==> config.mk <==
export PLATFORM = sky130hd
export DESIGN_NAME = simd_fp_csr
export DESIGN_NICKNAME = d
export VERILOG_FILES = /design/src/rtl/simd_csr_pkg.sv /design/src/rtl/csr_write_check.sv /design/src/rtl/csr_exc_detect.sv /design/src/rtl/simd_fp_csr.sv
export SDC_FILE = /design/constraint.sdc
export NUM_CORES = 1
export LEC_CHECK = 0
export BUFFER_PORTS_ARGS = -buffer_cell sky130_fd_sc_hd__buf_4
export CAP_MARGIN = 20
export CORE_UTILIZATION = 38
export CTS_CLUSTER_DIAMETER = 200
export CTS_CLUSTER_SIZE = 25
export DETAILED_ROUTE_END_ITERATION = 8
export HOLD_SLACK_MARGIN = 0.02
export PLACE_DENSITY_LB_ADDON = 0.05
export SYNTH_ARGS = -nofsm -noshare
export SYNTH_HDL_FRONTEND = slang
export SYNTH_SLANG_ARGS = --single-unit
==> constraint.sdc <==
create_clock -name clk -period 1.9 [get_ports clk]
set_clock_uncertainty 0.1 [all_clocks]
set_input_delay 0.38 -clock clk [delete_from_list [all_inputs] [get_ports clk]]
set_output_delay 0.38 -clock clk [all_outputs]
set_load 0.01 [all_outputs]
==> src/rtl/simd_csr_pkg.sv <==
package simd_csr_pkg;
    parameter int DATA_W  = 32;
    parameter int CTRL_W  = 16;
    parameter int FLAG_W  = 6;
    parameter int RM_W    = 2;

    localparam int RSVD_W   = DATA_W - CTRL_W;
    localparam int FLAG_LO  = 0;
    localparam int DAZ_BIT  = FLAG_LO + FLAG_W;
    localparam int MASK_LO  = DAZ_BIT + 1;
    localparam int RM_LO    = MASK_LO + FLAG_W;
    localparam int FTZ_BIT  = RM_LO + RM_W;

    localparam logic [CTRL_W-1:0] CTRL_RESET =
        CTRL_W'({FLAG_W{1'b1}}) << MASK_LO;

    typedef struct packed {
        logic [CTRL_W-1:0] ctrl;
        logic              fault;
        logic              exc;
    } csr_state_t;
endpackage

==> src/rtl/csr_write_check.sv <==
module csr_write_check
    import simd_csr_pkg::*;
#(
    parameter int W_DATA = DATA_W,
    parameter int W_CTRL = CTRL_W
) (
    input  logic              wr_en,
    input  logic [W_DATA-1:0] wr_data,
    output logic              accept,
    output logic              reject
);
    localparam int W_RSVD = W_DATA - W_CTRL;

    logic rsvd_nonzero;

    always_comb begin
        rsvd_nonzero = |wr_data[W_DATA-1 -: W_RSVD];
        accept       = wr_en && !rsvd_nonzero;
        reject       = wr_en && rsvd_nonzero;
    end
endmodule

==> src/rtl/csr_exc_detect.sv <==
module csr_exc_detect
    import simd_csr_pkg::*;
#(
    parameter int N = FLAG_W
) (
    input  logic         op_valid,
    input  logic [N-1:0] op_flags,
    input  logic [N-1:0] mask,
    output logic         hit
);
    logic [N-1:0] per_cond;

    for (genvar i = 0; i < N; i++) begin : g_cond
        assign per_cond[i] = op_flags[i] & ~mask[i];
    end

    always_comb begin
        hit = op_valid && (|per_cond);
    end
endmodule

==> src/rtl/simd_fp_csr.sv <==
module simd_fp_csr
    import simd_csr_pkg::*;
(
    input  logic              clk,
    input  logic              rst_n,
    input  logic              wr_en,
    input  logic [DATA_W-1:0] wr_data,
    output logic [DATA_W-1:0] rd_data,
    input  logic              op_valid,
    input  logic [FLAG_W-1:0] op_flags,
    output logic [RM_W-1:0]   round_mode,
    output logic              ftz_en,
    output logic              daz_en,
    output logic              wr_fault,
    output logic              exc_req
);
    csr_state_t state_d, state_q;
    logic       wr_accept, wr_reject, exc_hit;

    csr_write_check u_wchk (
        .wr_en   (wr_en),
        .wr_data (wr_data),
        .accept  (wr_accept),
        .reject  (wr_reject)
    );

    csr_exc_detect u_exc (
        .op_valid (op_valid),
        .op_flags (op_flags),
        .mask     (state_q.ctrl[MASK_LO +: FLAG_W]),
        .hit      (exc_hit)
    );

    always_comb begin
        state_d = state_q;
        // legal write first, then datapath conditions ORed on top
        if (wr_accept) begin
            state_d.ctrl = wr_data[CTRL_W-1:0];
        end
        if (op_valid) begin
            state_d.ctrl[FLAG_LO +: FLAG_W] =
                state_d.ctrl[FLAG_LO +: FLAG_W] | op_flags;
        end
        state_d.fault = wr_reject;
        state_d.exc   = exc_hit;
    end

    always_ff @(posedge clk) begin
        if (!rst_n) begin
            state_q.ctrl  <= CTRL_RESET;
            state_q.fault <= 1'b0;
            state_q.exc   <= 1'b0;
        end else begin
            state_q <= state_d;
        end
    end

    assign rd_data    = {{RSVD_W{1'b0}}, state_q.ctrl};
    assign round_mode = state_q.ctrl[RM_LO +: RM_W];
    assign ftz_en     = state_q.ctrl[FTZ_BIT];
    assign daz_en     = state_q.ctrl[DAZ_BIT];
    assign wr_fault   = state_q.fault;
    assign exc_req    = state_q.exc;
endmodule

# ---- Yosys cells after proc, flatten, opt, wreduce, memory -nomap -nowiden
# Cells that the tools add are included.
dict set report op_classes {
  addsub 0
  n_mul 0
  n_div 0
  order_cmp 0
  eq_ne 0
  shifts 0
  n_mux 2
  n_bitwise 13
  reduce_logical 6
}
# operator count
set ops {}
lappend ops {{16-bit OR reduction} 1}
lappend ops {{6-bit two-way mux} 2}
lappend ops {{1-bit bitwise AND} 6}
lappend ops {{1-bit inverter} 6}
lappend ops {{6-bit bitwise OR} 1}
lappend ops {{6-bit OR reduction} 1}
lappend ops {{1-bit logical AND} 3}
lappend ops {{1-bit zero test} 1}
dict set report totals {
  regBits 18
  latch_bits 0
  ram_bits 0
  mem_bits_ro 0
  input_bits 42
  n_memories 0
}

# ---- Depth between registers and ports, before layout
# Gate-level depths: netlist of the first run.
dict set report depth {
  word_depth 6
  ltp_mapped 5
  depth_no_buf 4
}

# ---- Cells and area by module
# From an unflattened synthesis of the first run, not the netlist that was laid out.
dict set report unflattened {
  cells_unflattened 100
  area_unflattened_um2 939.7
}
# module instances cells_per_inst area_each_um2 seq_area_each_um2
set modules_own_cells {}
lappend modules_own_cells {simd_fp_csr 1 82 838.3 360.3}
lappend modules_own_cells {csr_write_check 1 8 51.3 0.0}
lappend modules_own_cells {csr_exc_detect 1 10 50.0 0.0}

# ---- Least setup slack after synthesis of the first run
# OpenSTA, ideal clock, no wires.
dict set report synth_path {
  path_type {in2reg}
  start {input port wr_data[22]}
  end {register state_q, in the netlist rd_data[10]}
  setup_ns 0.137
  t_arrival_ns 1.299
  t_required_ns 1.663
  setup_slack_ns 0.364
  stages 5
  path_cell_list {nor4_2 -> nand4_2 -> buf_2 -> o21ai_1 -> nand3_1}
}
dict set report synth_between {
  elab_chain_cells 3
}
# element line
set synth_lines {}
lappend synth_lines {{start: declaration} simd_fp_csr.sv:7} ;# input logic [DATA_W-1:0] wr_data,
lappend synth_lines {{16-bit OR reduction} csr_write_check.sv:17} ;# rsvd_nonzero = |wr_data[W_DATA-1 -: W_RSVD];
lappend synth_lines {{1-bit zero test} csr_write_check.sv:18} ;# accept = wr_en && !rsvd_nonzero;
lappend synth_lines {{1-bit logical AND} csr_write_check.sv:18}
lappend synth_lines {{end signal: assignment} simd_fp_csr.sv:54} ;# state_q <= state_d;
lappend synth_lines {{end: declaration} simd_fp_csr.sv:17} ;# csr_state_t state_d, state_q;
# Every way passes these cells.
# A chain may end at the register's enable or synchronous reset.

# ---- Worst setup path in the final report of the first run
dict set report layout_path {
  start {input port wr_data[22]}
  end {register state_q, in the netlist rd_data[11]}
}
# The elaborated chain is that of the path after synthesis.

==> results.md, run 1 <==
* Worst Path Max Fanout at 7
* GR Overflow Total at 0
* Netlist cell types at 21
* Clk sinks at 18
* Most common cell in the netlist: buf_4
* Post-synth top area share at 0.367
* Drt pass-1 iters at 4
* Gr usage total at 0.186
* CTS tree: yes
* Clk_lat worst skew at 280 ps
* Top post-synthesis cells by count: buf_4 (20), dfxtp_1 (18), nand3_1 (12), o21ai_1 (12), nand2_1 (8)
* First-pass GRT wire length at 3860 um
* Area Overhead vs Synth at 45.2%
* Max IR drop VDD at 0.000365 V
* Hold_buf cts at 0
* Layout Nets at 214
* Initial Utilization at 0.400
* Synthesized flop and latch total at 18
* Gate power share at 0.192
* DP HPWL at 2000 um
* Die X-Extent at 52.8 um
* Synth area leaders: dfxtp_1 (37%), buf_4 (15%), nand3_1 (6.1%), o21ai_1 (6.1%), a32oi_1 (5.4%)
* DRC viols at 0
* Via density at 4.79
* Dominant cell type by area after synthesis: dfxtp_1
* CP startpoint kind: primary input
* Clock Path Buffers at 2
* Setup Crit Path Kind: primary input to flip-flop
* Final core occ at 0.580
* Placed cell areas at 1390 um2
* Filler Cell Count at 241
* Avg Inst Size Synth at 8.76 um2
* Number of H-tree levels at 1
* ANT nets after route at 0
* Critical Path AT at 1560 ps
* Number of synthesized flops with an enable pin at 0
* Slew Limit Fails at 0
* Port Buf Inserts at 63
* Ports at 80
* Part of the power in the clock network at 0.301
* Mapped Area at 981 um2
* RSZ-0062 raised after global routing: false
* Status: completed
* Setup TNS at 0 ps
* Sequential area share after synthesis at 0.367
* P_leak at 0.674 nW
* Max Fclk at 672 MHz
* Yosys warns at 0
* Tmin final at 1490 ps
* Share of cells above drive strength 1 at 0.450
* Vias in the first global route at 897
* 1st-iter DRT viols at 13
* Hold WS at 224 ps
* GPL Wtd Cong at 0.755
* Die area at 2790 um2
* HP Class: primary input to flip-flop
* Max-cap violations at 0
* CTS root buf: clkbuf_4
* Pin count of the biggest net entering global routing at 23
* Ant. Diodes at 0
* Async set-reset flop share out of synthesis at 0
* Critical Path RT at 1980 ps
* Chip height at 52.8 um
* Switch Pwr at 188 uW
* WL final at 2480 um
* Routed wire length per instance at 12.3 um
* Post-CTS Setup Repair Bufs at 0
* P_int at 583 uW
* Total CTS buffers at 3
* Final Cell Area at 1420 um2
* Count of final setup violators at 0
* Clock slew at reported path FFs at 100 ps
* Worst setup EP type: flip-flop
* Antenna violations before repair at 0
* Area of the core at 2450 um2
* Post-CTS sizing at 0
* Seq pwr share at 0.507
* Synth Flop Type: dfxtp_1
* Post-Syn Instances at 112
* Final Cycle Share at 0.784
* Switching share of power at 0.244
* Rows at 18
* Via count at 962
* Power per cell area at 542 nW/um2
* Fin. Hold Viols at 0
layer usage:
metal  GRT usage  vias up  wire [um]
li1            -      481          -
met4      0.0482        0         14
met1       0.237      429       1080
met5           0        -          0
met3      0.0348        4        212
met2       0.316       48       1170
power by group through the flow:
stage          logic [mW]  clock network (mW)  registers (mW)
5_1_grt             0.162               0.260           0.393
6_report            0.148               0.232           0.391
3_3_place_gp        0.145                   0           0.400
3_5_place_dp        0.148                   0           0.400
4_1_cts             0.148               0.240           0.391
2_1_floorplan      0.0716                   0           0.404
worst max-delay path, stage by stage:
cell     delay [ps]
buf_4           110
nor4_2          340
nand4_2         290
buf_4           240
o21ai_1         110
nand3_1          90
area by class of cell:
class	count	area (um2)	area share
multi-input cells	76	468	0.329
flip-flops and latches	18	360	0.253
clock buffers	4	36.3	0.0255
inverters	7	26.3	0.0185
well taps	30	37.5	0.0264
repair buffers	66	495	0.348
final timing paths:
kind | from | endpoint | slack [ps] | cells after the start
setup reg to reg | rd_data[11]$_SDFFE_PN1N_ | exc_req$_SDFF_PN0_ | 890 | 2
setup / recovery | wr_data[22] | rd_data[11]$_SDFFE_PN1N_ | 410 | 6
hold reg to reg | rd_data[3]$_SDFF_PN0_ | rd_data[3]$_SDFF_PN0_ | 390 | 2
hold / removal | wr_data[9] | rd_data[9]$_SDFFE_PN1N_ | 220 | 3
kinds of logic after synthesis:
kind of cell	count (synthesis)	share of synthesized area
other	1	0.00382
DFF	18	0.367
buffers and inverters	33	0.213
AOI/OAI and AO/OA	28	0.190
and+or+nand+nor	28	0.185
muxes	4	0.0408
sequential cells by signal (all words and copies together), names as in the netlist:
signal,cells
wr_fault,1
rd_data,14
daz_en,1
exc_req,1
ftz_en,1
cell usage in the layout, fill, tap and decap left out:
| cell type | synthesis | routed |
|---|---|---|
| conb_1 | 1 | 16 |
| inv_1 | 6 | 6 |
| a21boi_1 | 6 | 6 |
| dfxtp_1 | 18 | 18 |
| nand3_1 | 12 | 12 |
| a32oi_1 | 6 | 6 |
| nand2_1 | 8 | 8 |
| clkinv_1 | 1 | 1 |
| nand4_2 | 1 | 1 |
| o21ai_1 | 12 | 12 |
| and3_1 | 1 | 1 |
| nor4_2 | 4 | 4 |
| clkbuf_4 | 0 | 3 |
| buf_4 | 20 | 66 |
| nor2_4 | 1 | 1 |
| o22ai_1 | 3 | 3 |
| mux2i_1 | 4 | 4 |
| o311a_1 | 1 | 1 |
| and4_4 | 1 | 1 |
| clkbuf_8 | 0 | 1 |
per-stage QoR:
stage | setup slack, ps | total power [mW] | cells
2_1_floorplan | 364 | 0.476 | 127
3_3_place_gp | 126 | 0.545 | 197
3_5_place_dp | 82.1 | 0.548 | 197
6_report | 411 | 0.772 | 201
5_1_grt | 308 | 0.815 | 201
4_1_cts | 399 | 0.779 | 201
Power figures use the tool's default switching activity.
==> inputs of run 2 (changes only) <==
--- a/config.mk
+++ b/config.mk
@@ -5,6 +5,7 @@
 export SDC_FILE = /design/constraint.sdc
 export NUM_CORES = 1
 export LEC_CHECK = 0
+export ABC_AREA = 1
 export BUFFER_PORTS_ARGS = -buffer_cell sky130_fd_sc_hd__buf_4
 export CAP_MARGIN = 20
 export CORE_UTILIZATION = 38
==> constraint.sdc (replaced) <==
create_clock -name clk -period 1.5 [get_ports clk]
set_clock_uncertainty 0.1 [all_clocks]
set_input_delay 0.3 -clock clk [delete_from_list [all_inputs] [get_ports clk]]
set_output_delay 0.3 -clock clk [all_outputs]
set_load 0.01 [all_outputs]
==> run 2 against run 1 <==
Synthesized area fell by 2.0%; setup slack lost 130 ps; sequential share of layout area barely moved; clock power rose by 30%; register-to-register slack got worse by 310 ps; utilization increased by 3.9 points; final area down 0.18%; die area decreased by 2.0%; critical path type is now flip-flop to output port; largest power group unchanged.
==> results.md, run 2 <==
* Max IR drop VDD at 0.000601 V
* Post-synth top area share at 0.375
* ANT nets after route at 0
* Routed wire length per instance at 9.71 um
* WL final at 2240 um
* R2r worst-path depth at 3
* Hold Path Depth at 3
* HP Class: primary input to flip-flop
* First-pass GRT wire length at 3790 um
* P_int at 739 uW
* Dominant cell type by area after synthesis: dfxtp_1
* Hold_buf cts at 0
* Synthesized flop and latch total at 18
* Clk_lat worst skew at 300 ps
* Final Cycle Share at 0.812
* Ports at 80
* Worst Path Max Fanout at 3
* Sequential area share after synthesis at 0.375
* WP buf/inv at 1
* Mapped Area at 961 um2
* Ant. Diodes at 0
* Area of the core at 2300 um2
* 1st-iter DRT viols at 11
* RSZ-0062 raised after global routing: false
* Netlist cell types at 19
* Clock slew at reported path FFs at 100 ps
* Delay-heaviest family, CP: flip-flops
* Die area at 2730 um2
* Most common cell after layout, fill and taps aside: buf_4
* Post-CTS Setup Repair Bufs at 0
* P_leak at 0.790 nW
* Yosys warns at 0
* Total CTS buffers at 3
* Tmin final at 1220 ps
* Critical Path RT at 1100 ps
* Status: completed
* Via density at 4.32
* Port Buf Inserts at 63
* Max Fclk at 821 MHz
* Critical-path cell list: buf_4
* Clock Path Buffers at 2
* Power per cell area at 686 nW/um2
* Fin. Hold Viols at 0
* Post-Syn Instances at 140
* Async set-reset flop share out of synthesis at 0
* Initial Utilization at 0.418
* CTS tree: yes
* GPL Wtd Cong at 0.715
* Chip height at 52.3 um
* Worst reg2reg setup slack at 580 ps
* Largest stage delay on the critical path at 390 ps
* Final core occ at 0.619
* GR Overflow Total at 0
* Clk sinks at 18
* Synth Flop Type: dfxtp_1
* Commonest cells after routing, fill and taps aside: buf_4 (67), nand2_1 (44), dfxtp_1 (18)
* Share of cells above drive strength 1 at 0.369
* Layout Nets at 246
* DP HPWL at 1820 um
* Setup TNS at 0 ps
* Part of the power in the clock network at 0.309
* Critical R2R Capture: exc_req$_SDFF_PN0_
* Placed cells at 227
* Number of H-tree levels at 1
* Vias in the first global route at 898
* Max reg flops at 14
* Avg Inst Size Synth at 6.86 um2
* CTS root buf: clkbuf_4
* R2R Path Start: rd_data[12]$_SDFFE_PN1N_
* Gate power share at 0.181
* Most common cell in the netlist: nand2_1
* Filler Cell Count at 239
* Fin cells at 231
* Top post-synthesis cells by count: nand2_1 (44), buf_4 (20), dfxtp_1 (18), inv_1 (14), nor2_1 (12)
* Switch Pwr at 236 uW
* Crit path depth at 1
* Count of final setup violators at 0
* DRC viols at 0
* Worst setup EP type: output port
* Area Overhead vs Synth at 47.9%
* Pin count of the biggest net entering global routing at 16
* WHS Endpoint: rd_data[11]$_SDFFE_PN1N_
* Via count at 999
* Max-cap violations at 0
* Setup Crit Path Kind: flip-flop to output port
* Switching share of power at 0.242
* Synth area leaders: dfxtp_1 (38%), nand2_1 (17%), buf_4 (16%), inv_1 (5.5%), nand3_1 (4.7%)
* Hold Crit Start: wr_data[11]
* Slowest cell on the critical path: dfxtp_1
* Die X-Extent at 52.3 um
* Number of synthesized flops with an enable pin at 0
* Antenna violations before repair at 0
* Post-CTS sizing at 0
* Slew Limit Fails at 0
* Drt pass-1 iters at 4
* Gr usage total at 0.190
* Seq pwr share at 0.510
* Rows at 17
* CP startpoint kind: flip-flop
* Critical Path AT at 820 ps
-- run 2: cell families (layout without fill, tap and decap cells) --
kind of cell	count (synthesis)	after routing	share of synthesized area
AOI/OAI and AO/OA	11	11	0.0612
buffers and inverters	38	86	0.241
DFF	18	18	0.375
other	1	16	0.00390
and+or+nand+nor	72	72	0.319
-- run 2: area by class of cell --
| cell class | instances | area, um2 | area share |
|---|---|---|---|
| flip-flops and latches | 18 | 360 | 0.254 |
| multi-input cells | 99 | 425 | 0.299 |
| well taps | 28 | 35.0 | 0.0246 |
| inverters | 15 | 61.3 | 0.0431 |
| clock buffers | 4 | 36.3 | 0.0255 |
| repair buffers | 67 | 503 | 0.354 |
-- run 2: worst max path at each step --
stage | from | slack, ps | to
final | rd_data[11]$_SDFFE_PN1N_ | 280 | rd_data[11]
after global routing | rd_data[11]$_SDFFE_PN1N_ | 220 | rd_data[11]
after CTS | rd_data[11]$_SDFFE_PN1N_ | 260 | rd_data[11]
after detailed placement | wr_data[29] | 100 | rd_data[1]$_SDFF_PN0_
after global placement | wr_data[31] | 110 | rd_data[3]$_SDFF_PN0_
after floorplan | wr_data[27] | 250 | rd_data[1]$_SDFF_PN0_
-- run 2: routing by layer --
metal | GRT usage | share of wire | vias to the layer above
li1 | - | - | 526
met1 | 0.230 | 0.43 | 423
met2 | 0.308 | 0.47 | 45
met3 | 0.0667 | 0.087 | 5
met4 | 0.0658 | 0.012 | 0
met5 | 0 | 0 | -
-- run 2: worst register-to-register path, stage by stage, from the launching register on --
cell	delay, ps
dfxtp_1	370
o22ai_1	110
nor3_1	200
nor2_1	50
-- run 2: stage by stage --
stage | area [um2] | hold slack, ps | worst slack, ps | power [mW]
floorplan | 1020 | 313 | 249 | 0.602
global placement | 1390 | 376 | 109 | 0.682
detailed placement | 1390 | 375 | 98.5 | 0.686
CTS | 1420 | 86.6 | 264 | 0.987
global route | 1420 | 70.2 | 223 | 1.04
finish | 1420 | 99.2 | 282 | 0.975
-- run 2: power groups by stage --
stage / Combinational, mW / Sequential, mW / Clock, mW
after floorplan: 0.0868 / 0.515 / 0
after global placement: 0.174 / 0.508 / 0
after detailed placement: 0.177 / 0.509 / 0
after CTS: 0.177 / 0.498 / 0.312
after global routing: 0.200 / 0.499 / 0.344
final: 0.177 / 0.498 / 0.301
==> inputs of run 3 (changes only) <==
--- a/config.mk
+++ b/config.mk
@@ -5,10 +5,10 @@
 export SDC_FILE = /design/constraint.sdc
 export NUM_CORES = 1
 export LEC_CHECK = 0
-export ABC_AREA = 1
+export ABC_AREA = 0
 export BUFFER_PORTS_ARGS = -buffer_cell sky130_fd_sc_hd__buf_4
 export CAP_MARGIN = 20
-export CORE_UTILIZATION = 38
+export CORE_UTILIZATION = 34
 export CTS_CLUSTER_DIAMETER = 200
 export CTS_CLUSTER_SIZE = 25
 export DETAILED_ROUTE_END_ITERATION = 8
==> constraint.sdc (replaced) <==
create_clock -name clk -period 1.1 [get_ports clk]
set_clock_uncertainty 0.1 [all_clocks]
set_input_delay 0.22 -clock clk [delete_from_list [all_inputs] [get_ports clk]]
set_output_delay 0.22 -clock clk [all_outputs]
set_load 0.01 [all_outputs]
==> run 3 against run 2 <==
The flow now finishes with violations (negative setup slack); die area up 14%; count of clock-buffer cells in the layout did not move; combinational power increased by 74%; clock power grew 39%; flip-flop and latch count unchanged; power increased by 44%; wire length is 27% higher; highest routed layer unchanged.
==> results.md, run 3 (synthesis gave the netlist of run 1 again) <==
* Status: complete, but fails checks
* Failing checks: negative setup slack
* CTS tree: yes
* Total CTS buffers at 3
* Drt pass-1 iters at 4
* Via count at 1064
* Clock Path Buffers at 2
* Clk sinks at 18
* Count of final setup violators at 19
* Critical Path AT at 1300 ps
* Clock slew at reported path FFs at 100 ps
* Slew Limit Fails at 0
* P_int at 1.04 mW
* Routed wire length per instance at 13.1 um
* Part of the power in the clock network at 0.297
* Most common cell after layout, fill and taps aside: buf_4
* Max reg flops at 14
* Seq pwr share at 0.484
* Setup TNS at -1500 ps
* GPL Wtd Cong at 0.740
* First-pass GRT wire length at 4680 um
* Multi-input gate area at 549 um2
* Share of cells above drive strength 1 at 0.629
* P_leak at 0.806 nW
* Switching share of power at 0.260
* Clk_lat worst skew at 300 ps
* Initial Utilization at 0.359
* Vias in the first global route at 1084
* Power per cell area at 805 nW/um2
* Pin count of the biggest net entering global routing at 23
* Area of the core at 2730 um2
* Worst setup EP type: flip-flop
* Setup Crit Path Kind: primary input to flip-flop
* Setup slack after placement at -455 ps
* Switch Pwr at 366 uW
* RSZ-0062 raised after global routing: true
* Port Buf Inserts at 63
* 1st-iter DRT viols at 18
* Ant. Diodes at 0
* Gr usage total at 0.190
* Ports at 80
* Gate power share at 0.219
* DRC viols at 0
* CTS root buf: clkbuf_4
* Antenna violations before repair at 0
* HP Class: primary input to flip-flop
* Rows at 19
* Area Overhead vs Synth at 78.1%
* Tmin final at 1230 ps
* Fin worst setup slack at -133 ps
* Worst Path Max Fanout at 7
* Storage cell area at 383 um2
* Number of H-tree levels at 1
* Commonest cells after routing, fill and taps aside: buf_4 (53), buf_6 (28), conb_1 (16)
* Die X-Extent at 55.7 um
* Hold WS at 55.0 ps
* Max IR drop VDD at 0.000626 V
* GR Overflow Total at 0
* Fin. Hold Viols at 0
* Fin cells at 217
* Max Fclk at 811 MHz
* Placed cells at 202
* WL final at 2840 um
* Critical Path RT at 1170 ps
* CP startpoint kind: primary input
* Filler Cell Count at 228
* Max-cap violations at 0
* Die area at 3100 um2
* Via density at 4.90
* DP HPWL at 2030 um
* Chip height at 55.7 um
* Final Cycle Share at 1.12
* ANT nets after route at 0
* Layout Nets at 229
-- run 3: final timing paths --
| check | startpoint | endpoint | slack, ps | cells past startpoint |
|---|---|---|---|---|
| max reg2reg | rd_data[7]$_SDFFE_PN1N_ | exc_req$_SDFF_PN0_ | 40 | 3 |
| max | wr_data[27] | rd_data[8]$_SDFFE_PN1N_ | -130 | 7 |
| min reg2reg | ftz_en$_SDFFE_PN0N_ | ftz_en$_SDFFE_PN0N_ | 390 | 2 |
| min | wr_data[12] | rd_data[12]$_SDFFE_PN1N_ | 50 | 3 |
-- run 3: timing repair --
action | in CTS | in global routing
hold buffers | 0 | 0
endpoints found under the hold margin | 0 | 0
buffers inserted | 9 | 2
resized for setup | 39 | 16
pin swaps | 8 | 6
endpoints found under the setup margin | 35 | 38
-- run 3: layout make-up --
cell class,count,area share
multi-input cells,76,0.314
repair buffers,81,0.408
well taps,31,0.0222
clock buffers,4,0.0208
flip-flops and latches,18,0.219
inverters,7,0.0150
-- run 3: layer usage --
metal	vias to the layer above	track usage	part of all wire	wire length [um]
li1	512	-	-	-
met1	503	0.203	0.38	1080
met2	47	0.375	0.56	1580
met3	2	0.0279	0.058	164
met4	0	0.0643	0.0060	17
met5	-	0	0	0
-- run 3: worst max-delay path, stage by stage --
cell and delay (ps):
buf_6 100, nor4_4 270, buf_4 160, nand4_4 140
buf_6 190, o21ai_2 120, nand3_1 100
-- run 3: power by group through the flow --
stage	Clock, mW	Combinational, mW	Sequential (mW)
2_1_floorplan	0	0.127	0.699
3_3_place_gp	0	0.274	0.691
3_5_place_dp	0	0.277	0.692
4_1_cts	0.432	0.301	0.680
5_1_grt	0.465	0.332	0.683
6_report	0.418	0.308	0.681
-- run 3: stage by stage --
step / cell area [um2] / total power [mW] / util
6_report: 1750 / 1.41 / 0.639
3_5_place_dp: 1450 / 0.969 / 0.532
4_1_cts: 1680 / 1.41 / 0.615
3_3_place_gp: 1450 / 0.965 / 0.532
5_1_grt: 1750 / 1.48 / 0.639
2_1_floorplan: 1080 / 0.826 / -
